--- config.mk ---
export PLATFORM = sky130hd
export DESIGN_NAME = vtab_addr_unit
export DESIGN_NICKNAME = d
export VERILOG_FILES = /design/src/rtl/vtab_pkg.sv /design/src/rtl/vtab_index_pad.sv /design/src/rtl/vtab_base_pack.sv /design/src/rtl/vtab_addr_unit.sv
export SDC_FILE = /design/constraint.sdc
export NUM_CORES = 1
export LEC_CHECK = 0
export ABC_AREA = 1
export BUFFER_PORTS_ARGS = -buffer_cell sky130_fd_sc_hd__buf_2
export CAP_MARGIN = 15
export CORE_MARGIN = 2
export CORE_UTILIZATION = 25
export CTS_CLUSTER_SIZE = 20
export DETAILED_ROUTE_END_ITERATION = 8
export GPL_TIMING_DRIVEN = 0
export SYNTH_ARGS = -nofsm -noshare
export SYNTH_HDL_FRONTEND = slang
export SYNTH_HIERARCHICAL = 1
export SYNTH_SLANG_ARGS = --single-unit
--- constraint.sdc ---
create_clock -name clk_i -period 1.6 [get_ports clk_i]
set_clock_uncertainty 0.05 [all_clocks]
set_input_delay 0.24 -clock clk_i [delete_from_list [all_inputs] [get_ports clk_i]]
set_output_delay 0.24 -clock clk_i [all_outputs]
set_load 0.005 [all_outputs]
--- src/rtl/vtab_pkg.sv ---
package vtab_pkg;
  localparam int ADDR_W = 17;
  localparam int IDX_W  = 16;

  localparam logic [1:0] MD_TILE_A = 2'd0;
  localparam logic [1:0] MD_TILE_B = 2'd1;
  localparam logic [1:0] MD_BMP4   = 2'd2;
  localparam logic [1:0] MD_BMP8   = 2'd3;

  localparam logic [2:0] TB_NAME = 3'd0;
  localparam logic [2:0] TB_PGEN = 3'd1;
  localparam logic [2:0] TB_COLR = 3'd2;
  localparam logic [2:0] TB_SATR = 3'd3;
  localparam logic [2:0] TB_SCOL = 3'd4;

  // index widths per table
  localparam int SATR_IW = 7;
  localparam int SCOL_IW = 9;
  localparam int TILE_IW = 13;
  localparam int BMP4_IW = 15;
  localparam int BMP8_IW = 16;

  // count of forced-one base bits below each register field
  localparam int SPR_ONES  = 7;
  localparam int PGEN_ONES = 11;
  localparam int COLR_ONES = 5;
  localparam int BMP4_ONES = 10;
  localparam int BMP8_ONES = 11;

  // register field widths derived from the address width
  localparam int NAME_RW    = ADDR_W - BMP4_ONES;
  localparam int NAME8_RW   = ADDR_W - BMP8_ONES;
  localparam int PGEN_RW    = ADDR_W - PGEN_ONES;
  localparam int COLR_HI_RW = 3;
  localparam int COLR_LO_RW = ADDR_W - COLR_ONES - COLR_HI_RW;
  localparam int SPR_HI_RW  = 2;
  localparam int SPR_LO_RW  = ADDR_W - SPR_ONES - SPR_HI_RW;

  // fixed-zero bits in the padded index word
  localparam logic [ADDR_W-1:0] SATR_ZERO = 17'h00180;
  localparam logic [ADDR_W-1:0] SCOL_ZERO = 17'h00200;
endpackage

--- src/rtl/vtab_index_pad.sv ---
module vtab_index_pad
  import vtab_pkg::*;
(
  input  logic [1:0]        mode_i,
  input  logic [2:0]        tbl_i,
  input  logic [IDX_W-1:0]  idx_i,
  output logic [ADDR_W-1:0] pad_o,
  output logic              ok_o
);
  logic [ADDR_W-1:0] idx_x;
  logic [ADDR_W-1:0] zero_m;
  int                iw;

  assign idx_x = {{(ADDR_W-IDX_W){1'b0}}, idx_i};

  always_comb begin
    ok_o   = 1'b1;
    iw     = 0;
    zero_m = '0;
    unique case (tbl_i)
      TB_SATR: begin iw = SATR_IW; zero_m = SATR_ZERO; end
      TB_SCOL: begin iw = SCOL_IW; zero_m = SCOL_ZERO; end
      TB_PGEN, TB_COLR: begin
        if (mode_i == MD_TILE_A || mode_i == MD_TILE_B) iw = TILE_IW;
        else ok_o = 1'b0;
      end
      TB_NAME: begin
        if (mode_i == MD_BMP4)      iw = BMP4_IW;
        else if (mode_i == MD_BMP8) iw = BMP8_IW;
        else ok_o = 1'b0;
      end
      default: ok_o = 1'b0;
    endcase
  end

  always_comb begin
    for (int b = 0; b < ADDR_W; b++) begin
      pad_o[b] = (b < iw) ? idx_x[b] : 1'b1;
    end
    pad_o = pad_o & ~zero_m;
  end
endmodule

--- src/rtl/vtab_base_pack.sv ---
module vtab_base_pack
  import vtab_pkg::*;
(
  input  logic [1:0]            mode_i,
  input  logic [2:0]            tbl_i,
  input  logic [NAME_RW-1:0]    name_base_i,
  input  logic [PGEN_RW-1:0]    pat_base_i,
  input  logic [COLR_LO_RW-1:0] col_lo_i,
  input  logic [COLR_HI_RW-1:0] col_hi_i,
  input  logic [SPR_LO_RW-1:0]  spr_lo_i,
  input  logic [SPR_HI_RW-1:0]  spr_hi_i,
  output logic [ADDR_W-1:0]     base_o
);
  always_comb begin
    base_o = '1;
    unique case (tbl_i)
      TB_SATR, TB_SCOL: base_o = {spr_hi_i, spr_lo_i, {SPR_ONES{1'b1}}};
      TB_PGEN:          base_o = {pat_base_i, {PGEN_ONES{1'b1}}};
      TB_COLR:          base_o = {col_hi_i, col_lo_i, {COLR_ONES{1'b1}}};
      TB_NAME: begin
        if (mode_i == MD_BMP8)
          base_o = {name_base_i[NAME8_RW-1:0], {BMP8_ONES{1'b1}}};
        else
          base_o = {name_base_i, {BMP4_ONES{1'b1}}};
      end
      default: base_o = '1;
    endcase
  end
endmodule

--- src/rtl/vtab_addr_unit.sv ---
module vtab_addr_unit
  import vtab_pkg::*;
(
  input  logic                  clk_i,
  input  logic                  rst_i,
  input  logic                  req_i,
  input  logic [1:0]            mode_i,
  input  logic [2:0]            tbl_i,
  input  logic [IDX_W-1:0]      idx_i,
  input  logic [NAME_RW-1:0]    name_base_i,
  input  logic [PGEN_RW-1:0]    pat_base_i,
  input  logic [COLR_LO_RW-1:0] col_lo_i,
  input  logic [COLR_HI_RW-1:0] col_hi_i,
  input  logic [SPR_LO_RW-1:0]  spr_lo_i,
  input  logic [SPR_HI_RW-1:0]  spr_hi_i,
  output logic                  valid_o,
  output logic                  err_o,
  output logic [ADDR_W-1:0]     addr_o
);
  logic [ADDR_W-1:0] pad_w;
  logic [ADDR_W-1:0] base_w;
  logic [ADDR_W-1:0] and_w;
  logic              ok_w;

  vtab_index_pad u_pad (
    .mode_i (mode_i),
    .tbl_i  (tbl_i),
    .idx_i  (idx_i),
    .pad_o  (pad_w),
    .ok_o   (ok_w)
  );

  vtab_base_pack u_base (
    .mode_i      (mode_i),
    .tbl_i       (tbl_i),
    .name_base_i (name_base_i),
    .pat_base_i  (pat_base_i),
    .col_lo_i    (col_lo_i),
    .col_hi_i    (col_hi_i),
    .spr_lo_i    (spr_lo_i),
    .spr_hi_i    (spr_hi_i),
    .base_o      (base_w)
  );

  // per-bit masking stage; an unsupported pair gates every bit to zero
  for (genvar g = 0; g < ADDR_W; g++) begin : g_mask
    assign and_w[g] = pad_w[g] & base_w[g] & ok_w;
  end

  always_ff @(posedge clk_i) begin
    if (rst_i) begin
      valid_o <= 1'b0;
      err_o   <= 1'b0;
      addr_o  <= '0;
    end else begin
      valid_o <= req_i;
      err_o   <= req_i & ~ok_w;
      if (req_i) addr_o <= and_w;
    end
  end

  p_req_valid_r2: assert property (@(posedge clk_i) disable iff (rst_i)
    req_i |=> valid_o);
  p_idle_quiet_r2: assert property (@(posedge clk_i) disable iff (rst_i)
    !req_i |=> (!valid_o && !err_o));
  p_satr_gap_r3: assert property (@(posedge clk_i) disable iff (rst_i)
    (req_i && tbl_i == TB_SATR) |=> (addr_o[8:7] == 2'b00 && !err_o));
  p_scol_gap_r4: assert property (@(posedge clk_i) disable iff (rst_i)
    (req_i && tbl_i == TB_SCOL) |=> (!addr_o[9] && !err_o));
  p_pgen_low_r6: assert property (@(posedge clk_i) disable iff (rst_i)
    (req_i && tbl_i == TB_PGEN && mode_i[1] == 1'b0)
      |=> (addr_o[10:0] == $past(idx_i[10:0])));
  p_name4_low_r8: assert property (@(posedge clk_i) disable iff (rst_i)
    (req_i && tbl_i == TB_NAME && mode_i == MD_BMP4)
      |=> (addr_o[9:0] == $past(idx_i[9:0])));
  p_err_zero_r10: assert property (@(posedge clk_i) disable iff (rst_i)
    err_o |-> (valid_o && addr_o == '0));
endmodule

==> metrics.yaml, run 1 <==
status: "finished clean"
finalSetupViolations: 0
ctsHoldBuffers: 0
finalHoldViolations: 0
ir_drop_v: 0.000267
syn_avg_cell_area_um2: 5.31
antenna_found_initial: 0
drcViolationCount: 0
ys_seq_area_share_pct: 23.2
h-tree-depth: 1
synth_xor_area_share_pct: 0
grtUsageMet3_pct: 3.02
num_vias: 1894
yosys-top-cells-area: "dfxtp_1, nor2_1, nand2_1"
grt_use_met2_pct: 21.0
grt-busiest-layer: "met2"
cp_max_fo: 10
groute.layer.met1.usage_pct: 16.8
leakagePower_nw: 1.31
drt-initial-drc-count: 72
fmax_ghz: 0.729
grt_pass1_wl_um: 7440
final_common_cell: "nor2_1"
yosys.area_share.adder_pct: 0
die_x_um: 85.0
drive_gt1_share_pct: 27.6
hp-class: "input pin to flip-flop"
synth_top_area_share_pct: 23.2
ys_seq_elements: 19
io_pins: 78
clock_sinks: 19
dr.pass1.iters: 4
dp_hpwl_um: 3760
clk_pin_slew_ps: 80
finalMaxSlewViolations: 0
grt_max_degree: 12
maxCapViolCount: 0
synth_compound_area_share_pct: 2.21
fp.coreArea_mm2: 0.00635
fp.dieH_um: 85.0
grt_pass1_vias: 1698
synth_ff_type: "dfxtp_1"
io_buffers: 75
cts_buffer_depth: 2
synth_area_mm2: 0.00164
vias_per_cell: 4.04
mostFrequentLayoutCells: "nor2_1, nand2_1, buf_2"
grt_use_total_pct: 12.6
synth_async_sr_flop_share_pct: 0
synth_area_leader_cell: "dfxtp_1"
clockRootBuffer: "clkbuf_8"
synthMuxAreaShare_pct: 0
finalHoldWorstSlack_ps: 237
synth_top_family_by_area: "simple AND/OR/NAND/NOR gates"
n_antenna_cell: 0
dieArea_mm2: 0.00723
synthSimpleGateAreaFrac_pct: 54.0
initial_core_util_pct: 25.9
path_class: "input pin to flip-flop"
fin_nets: 452
yosys_warnings: 6
power_density_mw_per_mm2: 572
fin_util_pct: 34.4
crit_required_ps: 1700
num_rows: 29
syn_inst: 309
rsz0062_at_grt: "false"
synth.distinct_cells: 25
fin_crit_ps: 1370
area_growth_pct: 32.9
place_congestion: 0.834
gr-total-overflow: 0
cts_tree: "done"
finalWirelength_um: 4540
crit_path_end_kind: "flip-flop"
antenna_left: 0
cp_data_arrival_time_ps: 1470
cts-buffers-inserted: 3
routedWlPerCell_um: 9.69
min_period_over_period_pct: 85.7
synth_edf_count: 0
critPathLaunchType: "input pin"
worstSkewPairLatency_ps: 260
## synthesized netlist by cell type, types with 2 or more instances
master	n
a21oi_1	3
buf_2	3
buf_4	7
buf_6	4
conb_1	2
dfxtp_1	19
inv_1	53
inv_2	2
nand2_1	81
nand3_1	16
nand3_2	3
nand4_1	9
nor2_1	92
or2_1	2
or2_2	3
## metal layers
metal	part of all wire [%]	vias up
met5	0	-
met4	0.79	0
met3	5.4	6
met2	45	50
met1	49	778
li1	-	1060
## state kept, by name, summed over array words and instances (netlist names)
name and count:
valid_o 1, err_o 1, addr_o 17
## final timing paths
check,startpoint,to,slack (ps),cells after the start
worst min register to register,addr_o[0]$_SDFFE_PP0P_,addr_o[0]$_SDFFE_PP0P_,500,4
worst max-delay path,tbl_i[2],addr_o[6]$_SDFFE_PP0P_,230,9
worst min-delay path,rst_i,addr_o[0]$_SDFFE_PP0P_,240,2
worst max register to register,addr_o[6]$_SDFFE_PP0P_,addr_o[6]$_SDFFE_PP0P_,890,4
## final cells by class
class | count | area (µm²)
Clock buffer | 3 | 41.3
Sequential cell | 19 | 380
Buffer | 15 | 118
Tap cell | 77 | 96.3
Inverter | 56 | 213
Clock inverter | 1 | 5.00
Fill cell | 731 | 4170
Timing Repair Buffer | 75 | 375
Multi-Input combinational cell | 223 | 953
## where the power goes
group	leakage (nW)	internal (mW)	total, mW	switching [mW]
registers	0.155	0.496	0.506	0.00994
clock network	0.0255	0.173	0.340	0.167
logic	1.13	0.175	0.403	0.228
total	1.31	0.845	1.25	0.405
## metrics by stage
stage / worst slack, ps / power (mW) / std cells / instance area (µm²) / setup TNS, ps
finish: 228 / 1.25 / 469 / 2180 / 0
global route: 32.9 / 1.34 / 469 / 2180 / 0
CTS: 96.0 / 1.26 / 469 / 2170 / 0
detailed placement: -174 / 0.925 / 465 / 2130 / -1650
global placement: -147 / 0.920 / 465 / 2130 / -1390
floorplan: 309 / 0.766 / 313 / 1660 / 0
## critical path, cell delays in order
cell and delay, ps:
buf_2 210, nor2_1 110, nor2_1 210, nand3_4 190
nand2_4 170, buf_6 160, nor2_1 50, nor2_1 80
nor2_1 50
## cells by family after synthesis
kind of cell | Yosys count
and+or+nand+nor | 211
buffers and inverters | 71
DFF | 19
AOI/OAI and AO/OA | 6
other | 2
## repair_timing
| action | 4_1_cts | 5_1_grt |
|---|---|---|
| gates resized for setup | 0 | 1 |
| buffers inserted | 0 | 0 |
| setup endpoints to repair | 0 | 5 |
Power figures use the tool's default switching activity.
==> inputs of run 2 (changes only) <==
--- a/config.mk
+++ b/config.mk
@@ -13,6 +13,7 @@
 export CTS_CLUSTER_SIZE = 20
 export DETAILED_ROUTE_END_ITERATION = 8
 export GPL_TIMING_DRIVEN = 0
+export SETUP_SLACK_MARGIN = 0.3
 export SYNTH_ARGS = -nofsm -noshare
 export SYNTH_HDL_FRONTEND = slang
 export SYNTH_HIERARCHICAL = 1
==> constraint.sdc (replaced) <==
create_clock -name clk_i -period 1.6 [get_ports clk_i]
set_clock_uncertainty 0.05 [all_clocks]
set_input_delay 0.16 -clock clk_i [delete_from_list [all_inputs] [get_ports clk_i]]
set_output_delay 0.16 -clock clk_i [all_outputs]
set_load 0.005 [all_outputs]
==> metrics.yaml, run 2 (same netlist as run 1, synthesis figures left out) <==
intPower_mw: 0.861
grt_pass1_wl_um: 7470
dr.pass1.iters: 4
mostFrequentLayoutCells: "nor2_1, nand2_1, buf_2"
cts_buffer_depth: 2
finalHoldWorstSlack_ps: 157
num_rows: 29
ff2ff_path_depth: 4
fin_crit_ps: 1200
drt-initial-drc-count: 80
n_antenna_cell: 0
finalSetupViolations: 0
fin_nets: 455
io_buffers: 75
fmax_ghz: 0.836
ctsHoldBuffers: 0
grt_use_total_pct: 12.7
antenna_left: 0
grt_max_degree: 12
seq_power_share_pct: 39.7
die_x_um: 85.0
placed_cells: 465
clockRootBuffer: "clkbuf_8"
p_switching_mw: 0.416
drcViolationCount: 0
cp_data_arrival_time_ps: 1290
critPathLaunchType: "input pin"
cts-buffers-inserted: 3
io_pins: 78
routedWlPerCell_um: 9.91
layout.cells.non_filler: 472
dp_hpwl_um: 3760
leakagePower_nw: 1.32
num_vias: 1918
min_period_over_period_pct: 74.8
cp_max_fo: 9
initial_core_util_pct: 25.9
largest_register: "addr_o"
largest_reg_flops: 17
ir_drop_v: 0.000267
power_density_mw_per_mm2: 568
crit_path_end_kind: "flip-flop"
clock_sinks: 19
p_sw_share_pct: 32.6
holdPathStages: 2
dieArea_mm2: 0.00723
final_common_cell: "nor2_1"
h-tree-depth: 1
drive_gt1_share_pct: 29.6
clk_pin_slew_ps: 80
crit_required_ps: 1700
hp-class: "input pin to flip-flop"
grt_pass1_vias: 1708
worstSkewPairLatency_ps: 260
top_regs: "addr_o: 17 flops, err_o: 1 flops, valid_o: 1 flops"
place_congestion: 0.834
fillerInstances: 730
cts_tree: "done"
p_clk_share_pct: 26.5
area_growth_pct: 36.8
path_class: "input pin to flip-flop"
vias_per_cell: 4.06
finalMaxSlewViolations: 0
fp.dieH_um: 85.0
status: "finished clean"
finalHoldViolations: 0
p_comb_share_pct: 33.8
rsz0062_at_grt: "true"
antenna_found_initial: 0
gr-total-overflow: 0
finalWirelength_um: 4680
maxCapViolCount: 0
fp.coreArea_mm2: 0.00635
==> run 2: cell count changes in the layout (fill, tap and decap cells not counted), moves of 2 or more <==
| cell | previous run | this run |
|---|---|---|
| buf_4 | 7 | 9 |
| clkbuf_4 | 0 | 2 |
| nor2_1 | 92 | 90 |
| nor2_4 | 1 | 3 |
| buf_2 | 78 | 76 |
| nand2_2 | 1 | 3 |
| nand2_1 | 81 | 79 |
==> run 2: metal layers <==
layer	global-route usage, %	part of all wire, %	vias to the layer above
li1	-	-	1065
met1	16.8	48	801
met2	21.2	45	48
met3	3.02	6.3	4
met4	2.16	0.66	0
met5	0	0	-
==> run 2: per-stage QoR <==
stage                     cell area, µm²  TNS (ps)  worst slack, ps  util, %  power [mW]
after floorplan                     1660         0              389        -       0.766
after global placement              2130      -587            -66.7     33.5       0.920
after detailed placement            2130      -797            -93.8     33.5       0.925
after CTS                           2190         0              337     34.4        1.27
after global routing                2250         0              278     35.4        1.37
final                               2250         0              403     35.4        1.28
==> run 2: cell type report <==
type | instances | area, µm² | area share, %
Inverter | 56 | 213 | 9.47
Timing Repair Buffer | 78 | 403 | 17.9
Sequential cell | 19 | 380 | 16.9
Clock buffer | 3 | 41.3 | 1.84
Buffer | 15 | 121 | 5.40
Multi-Input combinational cell | 223 | 986 | 43.9
Tap cell | 77 | 96.3 | 4.29
Clock inverter | 1 | 5.00 | 0.223
==> run 2: power groups by stage <==
stage | clock network, mW | logic, mW | registers [mW]
after floorplan | 0 | 0.246 | 0.520
after global placement | 0 | 0.402 | 0.517
after detailed placement | 0 | 0.407 | 0.518
after CTS | 0.349 | 0.413 | 0.507
after global routing | 0.370 | 0.493 | 0.509
final | 0.338 | 0.432 | 0.506
==> run 2: timing repair <==
item | CTS | global route
pin swaps | 1 | 3
resized for setup | 3 | 12
setup endpoints to repair | 10 | 11
buffers inserted | 0 | 3
==> run 2: path summary, 6_finish.rpt <==
kind,end,slack (ps),startpoint
setup / recovery,addr_o[5]$_SDFFE_PP0P_,400,tbl_i[2]
hold / removal,addr_o[0]$_SDFFE_PP0P_,160,rst_i
setup reg to reg,addr_o[6]$_SDFFE_PP0P_,890,addr_o[6]$_SDFFE_PP0P_
hold reg to reg,addr_o[0]$_SDFFE_PP0P_,500,addr_o[0]$_SDFFE_PP0P_
==> run 2: worst max-delay path, cell delays in order <==
cell	delay [ps]
clkbuf_4	180
nor2_1	180
nand2_2	140
nand3_4	180
buf_4	180
nand2_1	60
nand2_1	60
nor2_1	30
nor2_1	80
nor2_1	40
